==> config.mk <==
export PLATFORM = sky130hd
export DESIGN_NAME = mac_slice
export DESIGN_NICKNAME = d
export VERILOG_FILES = /design/src/rtl/mac_slice_pkg.sv /design/src/rtl/mac_pipe_reg.sv /design/src/rtl/mac_mult.sv /design/src/rtl/mac_postadd.sv /design/src/rtl/mac_slice.sv
export SDC_FILE = /design/constraint.sdc
export NUM_CORES = 2
export LEC_CHECK = 0
export ABC_AREA = 0
export BUFFER_PORTS_ARGS = -buffer_cell sky130_fd_sc_hd__buf_4
export CORE_UTILIZATION = 35
export DETAILED_ROUTE_END_ITERATION = 10
export GPL_ROUTABILITY_DRIVEN = 1
export PLACE_DENSITY = 0.51
export SLEW_MARGIN = 20
export SYNTH_ARGS = -nofsm -noshare
export SYNTH_HDL_FRONTEND = slang
export SYNTH_HIERARCHICAL = 1
export SYNTH_SLANG_ARGS = --single-unit
==> constraint.sdc <==
create_clock -name clk -period 9 [get_ports clk]
set_input_delay 0.45 -clock clk [delete_from_list [all_inputs] [get_ports clk]]
set_output_delay 0.45 -clock clk [all_outputs]
set_load 0.005 [all_outputs]
==> src/rtl/mac_slice_pkg.sv <==
package mac_slice_pkg;

   typedef enum logic [1:0] {
      X_ZERO = 2'd0,
      X_PROD = 2'd1,
      X_PFB  = 2'd2,
      X_RSVD = 2'd3
   } xsel_e;

   typedef enum logic [1:0] {
      Z_ZERO     = 2'd0,
      Z_PFB      = 2'd1,
      Z_CASC     = 2'd2,
      Z_CASC_SHR = 2'd3
   } zsel_e;

   typedef struct packed {
      logic  sub;
      zsel_e zsel;
      logic  ysel;
      xsel_e xsel;
   } op_t;

   localparam int OP_W  = $bits(op_t);
   localparam int CTL_W = OP_W + 1;

endpackage

==> src/rtl/mac_pipe_reg.sv <==
module mac_pipe_reg #(
   parameter int W  = 1,
   parameter bit EN = 1'b1
) (
   input  logic         clk,
   input  logic         rst,
   input  logic         ce,
   input  logic [W-1:0] d,
   output logic [W-1:0] q
);

   if (W < 1) begin : g_bad_width
      $error("mac_pipe_reg: W must be at least 1");
   end

   if (EN) begin : g_reg
      logic [W-1:0] r;
      always_ff @(posedge clk) begin
         if (rst)     r <= '0;
         else if (ce) r <= d;
      end
      assign q = r;
   end else begin : g_wire
      logic unused_bits;
      assign unused_bits = ^{clk, rst, ce};
      assign q = d;
   end

endmodule

==> src/rtl/mac_mult.sv <==
module mac_mult #(
   parameter int A_W   = 18,
   parameter int B_W   = 18,
   parameter int P_W   = 48,
   parameter bit M_REG = 1'b1
) (
   input  logic           clk,
   input  logic           rst_dat,
   input  logic           ce_dat,
   input  logic [A_W-1:0] a,
   input  logic [B_W-1:0] b,
   output logic [P_W-1:0] m
);

   localparam int PROD_W = A_W + B_W;
   localparam int EXT_W  = P_W - PROD_W;

   if (EXT_W < 1) begin : g_bad_width
      $error("mac_mult: P_W must exceed A_W + B_W");
   end

   logic signed [PROD_W-1:0] prod;
   logic        [P_W-1:0]    prod_ext;

   assign prod     = $signed(a) * $signed(b);
   assign prod_ext = {{EXT_W{prod[PROD_W-1]}}, prod};

   mac_pipe_reg #(.W(P_W), .EN(M_REG)) i_mreg (
      .clk (clk),
      .rst (rst_dat),
      .ce  (ce_dat),
      .d   (prod_ext),
      .q   (m)
   );

endmodule

==> src/rtl/mac_postadd.sv <==
module mac_postadd
   import mac_slice_pkg::*;
#(
   parameter int P_W   = 48,
   parameter int SHIFT = 17
) (
   input  logic           clk,
   input  logic           rst_dat,
   input  logic           ce_dat,
   input  op_t            op,
   input  logic           cin,
   input  logic [P_W-1:0] m,
   input  logic [P_W-1:0] c,
   input  logic [P_W-1:0] pcin,
   output logic [P_W-1:0] p
);

   if (SHIFT < 1 || SHIFT >= P_W) begin : g_bad_shift
      $error("mac_postadd: SHIFT must lie in 1..P_W-1");
   end

   logic [P_W-1:0] x_opd, y_opd, z_opd, cin_w, pcin_shr, sum;

   assign pcin_shr = $signed(pcin) >>> SHIFT;
   assign cin_w    = {{(P_W-1){1'b0}}, cin};

   always_comb begin
      case (op.xsel)
         X_PROD:  x_opd = m;
         X_PFB:   x_opd = p;
         default: x_opd = '0;
      endcase
      y_opd = op.ysel ? c : '0;
      case (op.zsel)
         Z_PFB:      z_opd = p;
         Z_CASC:     z_opd = pcin;
         Z_CASC_SHR: z_opd = pcin_shr;
         default:    z_opd = '0;
      endcase
      if (op.sub) sum = z_opd - (x_opd + y_opd + cin_w);
      else        sum = z_opd + x_opd + y_opd + cin_w;
   end

   always_ff @(posedge clk) begin
      if (rst_dat)     p <= '0;
      else if (ce_dat) p <= sum;
   end

   logic armed = 1'b0;
   always_ff @(posedge clk) armed <= 1'b1;

   AST_CLEAR_ON_RESET: assert property (@(posedge clk)
      armed && $fell(rst_dat) |-> p == '0);

   AST_HOLD_WHEN_IDLE: assert property (@(posedge clk) disable iff (rst_dat || !armed)
      !ce_dat |=> $stable(p));

   AST_ACCUM_C: assert property (@(posedge clk) disable iff (rst_dat || !armed)
      ce_dat && op.xsel == X_PFB && op.ysel && op.zsel == Z_ZERO && !op.sub && !cin
      |=> p == $past(p) + $past(c));

   AST_CASCADE_SHIFT: assert property (@(posedge clk) disable iff (rst_dat || !armed)
      ce_dat && op.xsel == X_ZERO && !op.ysel && op.zsel == Z_CASC_SHR && !op.sub && !cin
      |=> $signed(p) == ($signed($past(pcin)) >>> SHIFT));

endmodule

==> src/rtl/mac_slice.sv <==
module mac_slice
   import mac_slice_pkg::*;
#(
   parameter int A_W          = 18,
   parameter int B_W          = 18,
   parameter int P_W          = 48,
   parameter int SHIFT        = 17,
   parameter bit A_REG        = 1'b1,
   parameter bit B_REG        = 1'b1,
   parameter bit C_REG        = 1'b1,
   parameter bit M_REG        = 1'b1,
   parameter bit CTL_REG      = 1'b1,
   parameter bit B_FROM_CHAIN = 1'b0
) (
   input  logic           clk,
   input  logic           rst_ctl,
   input  logic           rst_dat,
   input  logic           ce_ctl,
   input  logic           ce_dat,
   input  logic [A_W-1:0] a,
   input  logic [B_W-1:0] b,
   input  logic [P_W-1:0] c,
   input  logic [B_W-1:0] bcin,
   input  logic [P_W-1:0] pcin,
   input  logic [5:0]     op,
   input  logic           cin,
   output logic [P_W-1:0] p,
   output logic [B_W-1:0] bcout,
   output logic [P_W-1:0] pcout
);

   if (A_W < 2 || B_W < 2) begin : g_bad_opw
      $error("mac_slice: operand widths must be at least 2");
   end
   if (P_W <= A_W + B_W) begin : g_bad_pw
      $error("mac_slice: P_W must exceed A_W + B_W");
   end
   if (OP_W != 6) begin : g_bad_op
      $error("mac_slice: operation word layout must be 6 bits");
   end

   logic [B_W-1:0] b_src;

   if (B_FROM_CHAIN) begin : g_b_chain
      logic unused_bits;
      assign unused_bits = ^b;
      assign b_src = bcin;
   end else begin : g_b_direct
      logic unused_bits;
      assign unused_bits = ^bcin;
      assign b_src = b;
   end

   logic [A_W-1:0]   a1;
   logic [B_W-1:0]   b1;
   logic [P_W-1:0]   c1, c2, m2;
   logic [CTL_W-1:0] ctl0, ctl1, ctl2;
   op_t              op2;

   assign ctl0 = {op, cin};

   mac_pipe_reg #(.W(A_W), .EN(A_REG)) i_areg (
      .clk(clk), .rst(rst_dat), .ce(ce_dat), .d(a), .q(a1));

   mac_pipe_reg #(.W(B_W), .EN(B_REG)) i_breg (
      .clk(clk), .rst(rst_dat), .ce(ce_dat), .d(b_src), .q(b1));

   mac_pipe_reg #(.W(P_W), .EN(C_REG)) i_creg1 (
      .clk(clk), .rst(rst_dat), .ce(ce_dat), .d(c), .q(c1));

   mac_pipe_reg #(.W(P_W), .EN(M_REG)) i_creg2 (
      .clk(clk), .rst(rst_dat), .ce(ce_dat), .d(c1), .q(c2));

   mac_pipe_reg #(.W(CTL_W), .EN(CTL_REG)) i_ctlreg1 (
      .clk(clk), .rst(rst_ctl), .ce(ce_ctl), .d(ctl0), .q(ctl1));

   mac_pipe_reg #(.W(CTL_W), .EN(M_REG)) i_ctlreg2 (
      .clk(clk), .rst(rst_ctl), .ce(ce_ctl), .d(ctl1), .q(ctl2));

   assign op2 = op_t'(ctl2[CTL_W-1:1]);

   mac_mult #(.A_W(A_W), .B_W(B_W), .P_W(P_W), .M_REG(M_REG)) i_mult (
      .clk     (clk),
      .rst_dat (rst_dat),
      .ce_dat  (ce_dat),
      .a       (a1),
      .b       (b1),
      .m       (m2)
   );

   mac_postadd #(.P_W(P_W), .SHIFT(SHIFT)) i_postadd (
      .clk     (clk),
      .rst_dat (rst_dat),
      .ce_dat  (ce_dat),
      .op      (op2),
      .cin     (ctl2[0]),
      .m       (m2),
      .c       (c2),
      .pcin    (pcin),
      .p       (p)
   );

   assign bcout = b1;
   assign pcout = p;

   logic armed = 1'b0;
   always_ff @(posedge clk) armed <= 1'b1;

   if (B_REG) begin : g_bchk
      AST_B_CHAIN_DELAY: assert property (@(posedge clk) disable iff (rst_dat || !armed)
         ce_dat |=> bcout == $past(b_src));
   end

endmodule

== Word-level counts from Yosys, hierarchy flattened ==
Cells that the tools add are included.

* Shift-type cells: 0
* Add/sub/neg operators: 6
* Muxes and demuxes: 4
* $mul: 1
* Reduce and logical (&&, ||, !) cells: 0
* Bitwise operators: 0
* Divide/modulo/power cells: 0
* Equal/unequal tests: 5
* Order comparisons: 0

{| class="wikitable"
|+ Operator list
! operator !! count
|-
| $add A48 B48 Y48 || 3
|-
| $pmux W48 S3 || 1
|-
| $add A48 B1 Y48 || 2
|-
| $mux W48 || 2
|-
| $pmux W48 S2 || 1
|-
| $sub A48 B48 Y48 || 1
|-
| $mul A18 B18 Y36 || 1
|-
| $eq A2 B2 Y1 const B || 3
|-
| $eq A2 B1 Y1 const B || 2
|}

* Input bits: 162
* Memory bits (writable): 0
* Memories kept: 0
* Output and inout port bits: 114
* Bits in latches: 0
* Memory bits (read-only): 0
* Bits in registers: 230
* Logic and storage cells: 24

== Logic depth before layout (Yosys ltp) ==
* Word-level depth: 6
* Mapped depth: 27
* Depth with buffers taken out: 25

== By module ==
Netlist, hierarchy kept.

{| class="wikitable"
|+ By module, submodules not included
! module !! instances !! cells each !! area an instance (um^2) !! seq. area each (um^2)
|-
| mac_postadd || 1 || 1783 || 13168.9 || 960.9
|-
| mac_mult || 1 || 1363 || 12276.8 || 0.0
|-
| mac_pipe_reg (i_creg1 ...) || 3 || 155 || 1729.2 || 960.9
|-
| mac_pipe_reg (i_areg ...) || 2 || 58 || 649.4 || 360.3
|-
| mac_pipe_reg (i_ctlreg1 ...) || 2 || 22 || 247.7 || 140.1
|-
| mac_slice || 1 || 48 || 360.3 || 0.0
|}

== Worst setup path before layout ==
No wires, ideal clock.

* Path kind: reg2reg
* Start point: reg i_areg.g_reg.r[17] (netlist: i_areg/q[17])
* End point: reg i_mult/i_mreg/q[45] (netlist name)
* Required time: 8873 ps
* Stages on the path, launching flop included: 26
* Clock period less this slack: 6675 ps
* Arrival time: 6548 ps
* Path slack: 2325 ps
* Buffers on the path: 1
* Library setup time: 127 ps
* Cell sequence: dfxtp_1 -> clkbuf_1 -> nand2_1 -> inv_1 -> fa_1 -> inv_1 -> fa_1 -> inv_1 -> ha_1 -> inv_1 -> fa_1 -> inv_1 -> fa_1 -> inv_1 -> fa_1 -> inv_1 -> ha_1 -> and4_1 -> a221oi_1 -> o31ai_1 -> nor2_1 -> o21ai_1 -> a2111o_1 -> o211a_1 -> mux2i_1 -> nor2_1

* Longest elaborated chain between the ends: 1

{| class="wikitable"
|+ Ends and longest elaborated chain
! element !! RTL line !! source
|-
| from (decl) || mac_pipe_reg.sv:17 || <nowiki>logic [W-1:0] r;</nowiki>
|-
| from (signal assigned) || mac_pipe_reg.sv:19 || <nowiki>if (rst) r <= '0;</nowiki>
|-
| from (signal assigned) || mac_pipe_reg.sv:20 || <nowiki>else if (ce) r <= d;</nowiki>
|-
| $mul A18 B18 Y36 || mac_mult.sv:25 || <nowiki>assign prod = $signed(a) * $signed(b);</nowiki>
|-
| net i_mult.prod[35] || mac_mult.sv:22 || <nowiki>logic signed [PROD_W-1:0] prod;</nowiki>
|}

The timed path passes the listed nets, and every way through them passes these cells.
A chain may end at the register's enable or synchronous reset.

== Final worst setup path ==
* Start point: reg i_areg.g_reg.r[17] (netlist: i_areg/q[17])
* End point: reg i_mult/i_mreg/q[42] (netlist name)

* Longest elaborated chain between the ends: 1

{| class="wikitable"
|+ Ends and longest elaborated chain
! element !! RTL line
|-
| $mul A18 B18 Y36 || mac_mult.sv:25
|-
| net i_mult.prod[35] || mac_mult.sv:22
|}

The timed path passes the listed nets, and every way through them passes these cells.

==> results.cfg <==
[status]
status = completed

[sta]
finalCritPeriodShare = 0.874
setup_tns_ns = 0
fmax_ghz = 0.127
final_hold_viol_count = 0
min_period_ns = 7.86
tightest_slew_ns = 0.981
setup_viol = 0
finClkSkew_ns = 0.0435
rsz0062_at_grt = false
relSlewSlack = 0.345
finalMaxSlewViolations = 0

[critical_path]
cp_max_fo = 19
crit_path_start = i_areg/q[17]$_SDFFE_PP0P_
critPathRequiredTime_ns = 9.44
startpoint_type = flip-flop
cp.arrival_ns = 8.31
reg2reg_from = i_areg/q[17]$_SDFFE_PP0P_
worstSetupEndpointType = flip-flop
critical_path_class = flip-flop to flip-flop

[die]
die_h_um = 308
dieArea_mm2 = 0.0949
std_cell_rows = 111
die_w_um = 308
io_pins = 276
start_util = 0.356
coreArea_mm2 = 0.0922

[cts]
cts_tree = done
root_buffer = clkbuf_16
cts_setup_buffers = 0
numCtsBuffers = 34
ctsHoldBuffers = 0
clock_path_buffers = 3
cts_resized = 0
clkTransAtPathRegs_ns = 0.06
cts_sinks = 242
htreeDepth = 2
clock_latency_ns = 0.58

[logic_synthesis]
syn_area_mm2 = 0.0328
synth_area_leaders = fa_1 (26%), dfxtp_1 (15%), ha_1 (11%)
yosysMostFrequentCell = inv_1
synth_edf_count = 0
netlist.area_leader.share = 0.259
ys_ff_latch = 242
ys_types = 85
syn_avg_cell_area_um2 = 8.59
synth_seq_area_share = 0.148
synth_warnings = 6
synthesis.nets = 4686
ys_top_cells_by_count = inv_1 (713), fa_1 (425), nor2_1 (358)
async_flop_share = 0
synth_cells = 3819
yosys.area.top_type = fa_1
synthFlopType = dfxtp_1

[place]
gp_congestion = 0.928
io_buffers = 257
hpwl_um = 78000
placed_area_mm2 = 0.0352

[cells_and_area]
area_delta_synth_final_pct = 11.0
drive_gt1_frac = 0.104
fillers = 9644
diodes = 0
layout.nets = 4775
fin_area_mm2 = 0.0364

[routing]
drt-initial-drc-count = 1915
wl_um = 98600
via_count = 25886
drcViolationCount = 0
wl_per_cell_um = 19.0
drtAntennaViolNets = 0
vias_per_cell = 5.00
firstDrtPassIters = 6

[pwr]
leakagePower_nw = 18.7
ir_drop_mv = 0.110
powerDensity_mw_per_mm2 = 123

[global_routing]
grt_pass1_vias = 25720
grt_usage = 0.210
grt_max_degree = 113
antenna_found_initial = 3
gr-total-overflow = 0
grt_pass1_wl_um = 154000

[min_path]
hold_class = primary input to flip-flop
hold_path.startpoint = c[8]

[run]
maxCapViolCount = 0
[cells in the final DEF, fill, tap and decap left out, types with 10 or more instances in the layout]
cell type,instances
ha_1,278
inv_1,713
a22oi_1,94
mux2i_1,202
mux2_2,31
clkbuf_16,34
fa_1,425
xnor2_1,78
and3_1,10
a31oi_1,18
a21o_1,56
a211oi_1,40
a21oi_1,147
nor3_1,28
o21bai_1,22
xor2_1,45
nand3_1,28
nand2_1,286
nand2b_1,20
buf_4,280
o21ai_0,89
o21ai_1,15
nand4_1,22
dfxtp_1,238
nor2_1,358
nor2b_1,24
and2_1,171
o211ai_1,15
nor4_1,10
[per-stage QoR]
| step | hold WS [ns] | utilization | std cells | setup WS [ns] | total power [mW] |
|---|---|---|---|---|---|
| finish | 0.108 | 0.395 | 5176 | 1.14 | 4.46 |
| CTS | 0.0756 | 0.394 | 5175 | 1.12 | 4.52 |
| global placement | 0.468 | 0.381 | 5114 | 1.15 | 3.01 |
| floorplan | 0.452 | - | 3819 | 2.33 | 2.47 |
| detailed placement | 0.481 | 0.381 | 5114 | 1.16 | 3.02 |
| global route | 0.103 | 0.395 | 5176 | 0.421 | 4.76 |
[report_power, final]
| part | switching, mW | internal (mW) |
|---|---|---|
| clock network | 0.588 | 0.878 |
| registers | 0.145 | 1.17 |
| logic | 0.998 | 0.681 |
| total | 1.73 | 2.73 |
[final cells by class]
| cell class | count | area, µm² | share of cell area |
|---|---|---|---|
| Timing Repair Buffer | 284 | 2180 | 0.0598 |
| Inverter | 713 | 2680 | 0.0735 |
| Sequential cell | 242 | 4850 | 0.133 |
| Tap cell | 1243 | 1560 | 0.0427 |
| Clock inverter | 16 | 238 | 0.00653 |
| Multi-Input combinational cell | 2633 | 23900 | 0.658 |
| Clock buffer | 45 | 962 | 0.0264 |
[routing by layer]
layer,vias to the layer above,part of all wire,global-route usage
met5,-,0,0
met2,597,0.46,0.341
met1,12926,0.47,0.298
li1,12269,-,-
met3,94,0.045,0.0219
met4,0,0.025,0.0513
[worst paths after layout]
kind / endpoint / slack, ns / cells past startpoint
max reg2reg: i_mult/i_mreg/q[42]$_SDFFE_PP0P_ / 1.14 / 25
min reg2reg: i_creg1/q[6]$_SDFFE_PP0P_ / 0.49 / 2
min: i_creg1/q[8]$_SDFFE_PP0P_ / 0.11 / 3
max: i_mult/i_mreg/q[42]$_SDFFE_PP0P_ / 1.14 / 25
[sequential cells by signal (all words and copies together) (netlist names)]
register and flops:
i_creg1/q 48, i_ctlreg2/q 7, i_mult/i_mreg/q 48, i_areg/q 18, i_ctlreg1/q 7, i_breg/q 18
i_creg2/q 48, i_postadd/p 48
[kinds of logic (layout without fill, tap and decap cells)]
group           after synthesis  after routing  share of synthesized area
xor+xnor                    123            123                     0.0329
flops                       242            242                      0.148
mux                         233            233                     0.0723
buf+inv                     944           1058                      0.122
fa+ha+maj                   705            705                      0.366
simple gates                984            984                      0.138
compound gates              588            588                      0.120
[critical path, cell delays in order, from the launching register on]
cell and delay [ns]:
dfxtp_1 0.52, nand2_1 0.21, inv_1 0.11, fa_1 0.78, inv_1 0.11, fa_1 0.52, inv_1 0.07, ha_1 0.56
inv_1 0.31, fa_1 0.59, inv_1 0.05, fa_1 0.47, inv_1 0.05, fa_1 0.52, inv_1 0.04, ha_1 0.37
a21oi_1 0.16, o21ai_1 0.12, a221oi_1 0.31, o31ai_1 0.14, nor2_1 0.25, o21ai_1 0.15, a2111o_1 0.42, o211a_1 0.50
mux2i_1 0.32, nor2_1 0.06
Note: power is estimated with default switching activity, not from simulation.
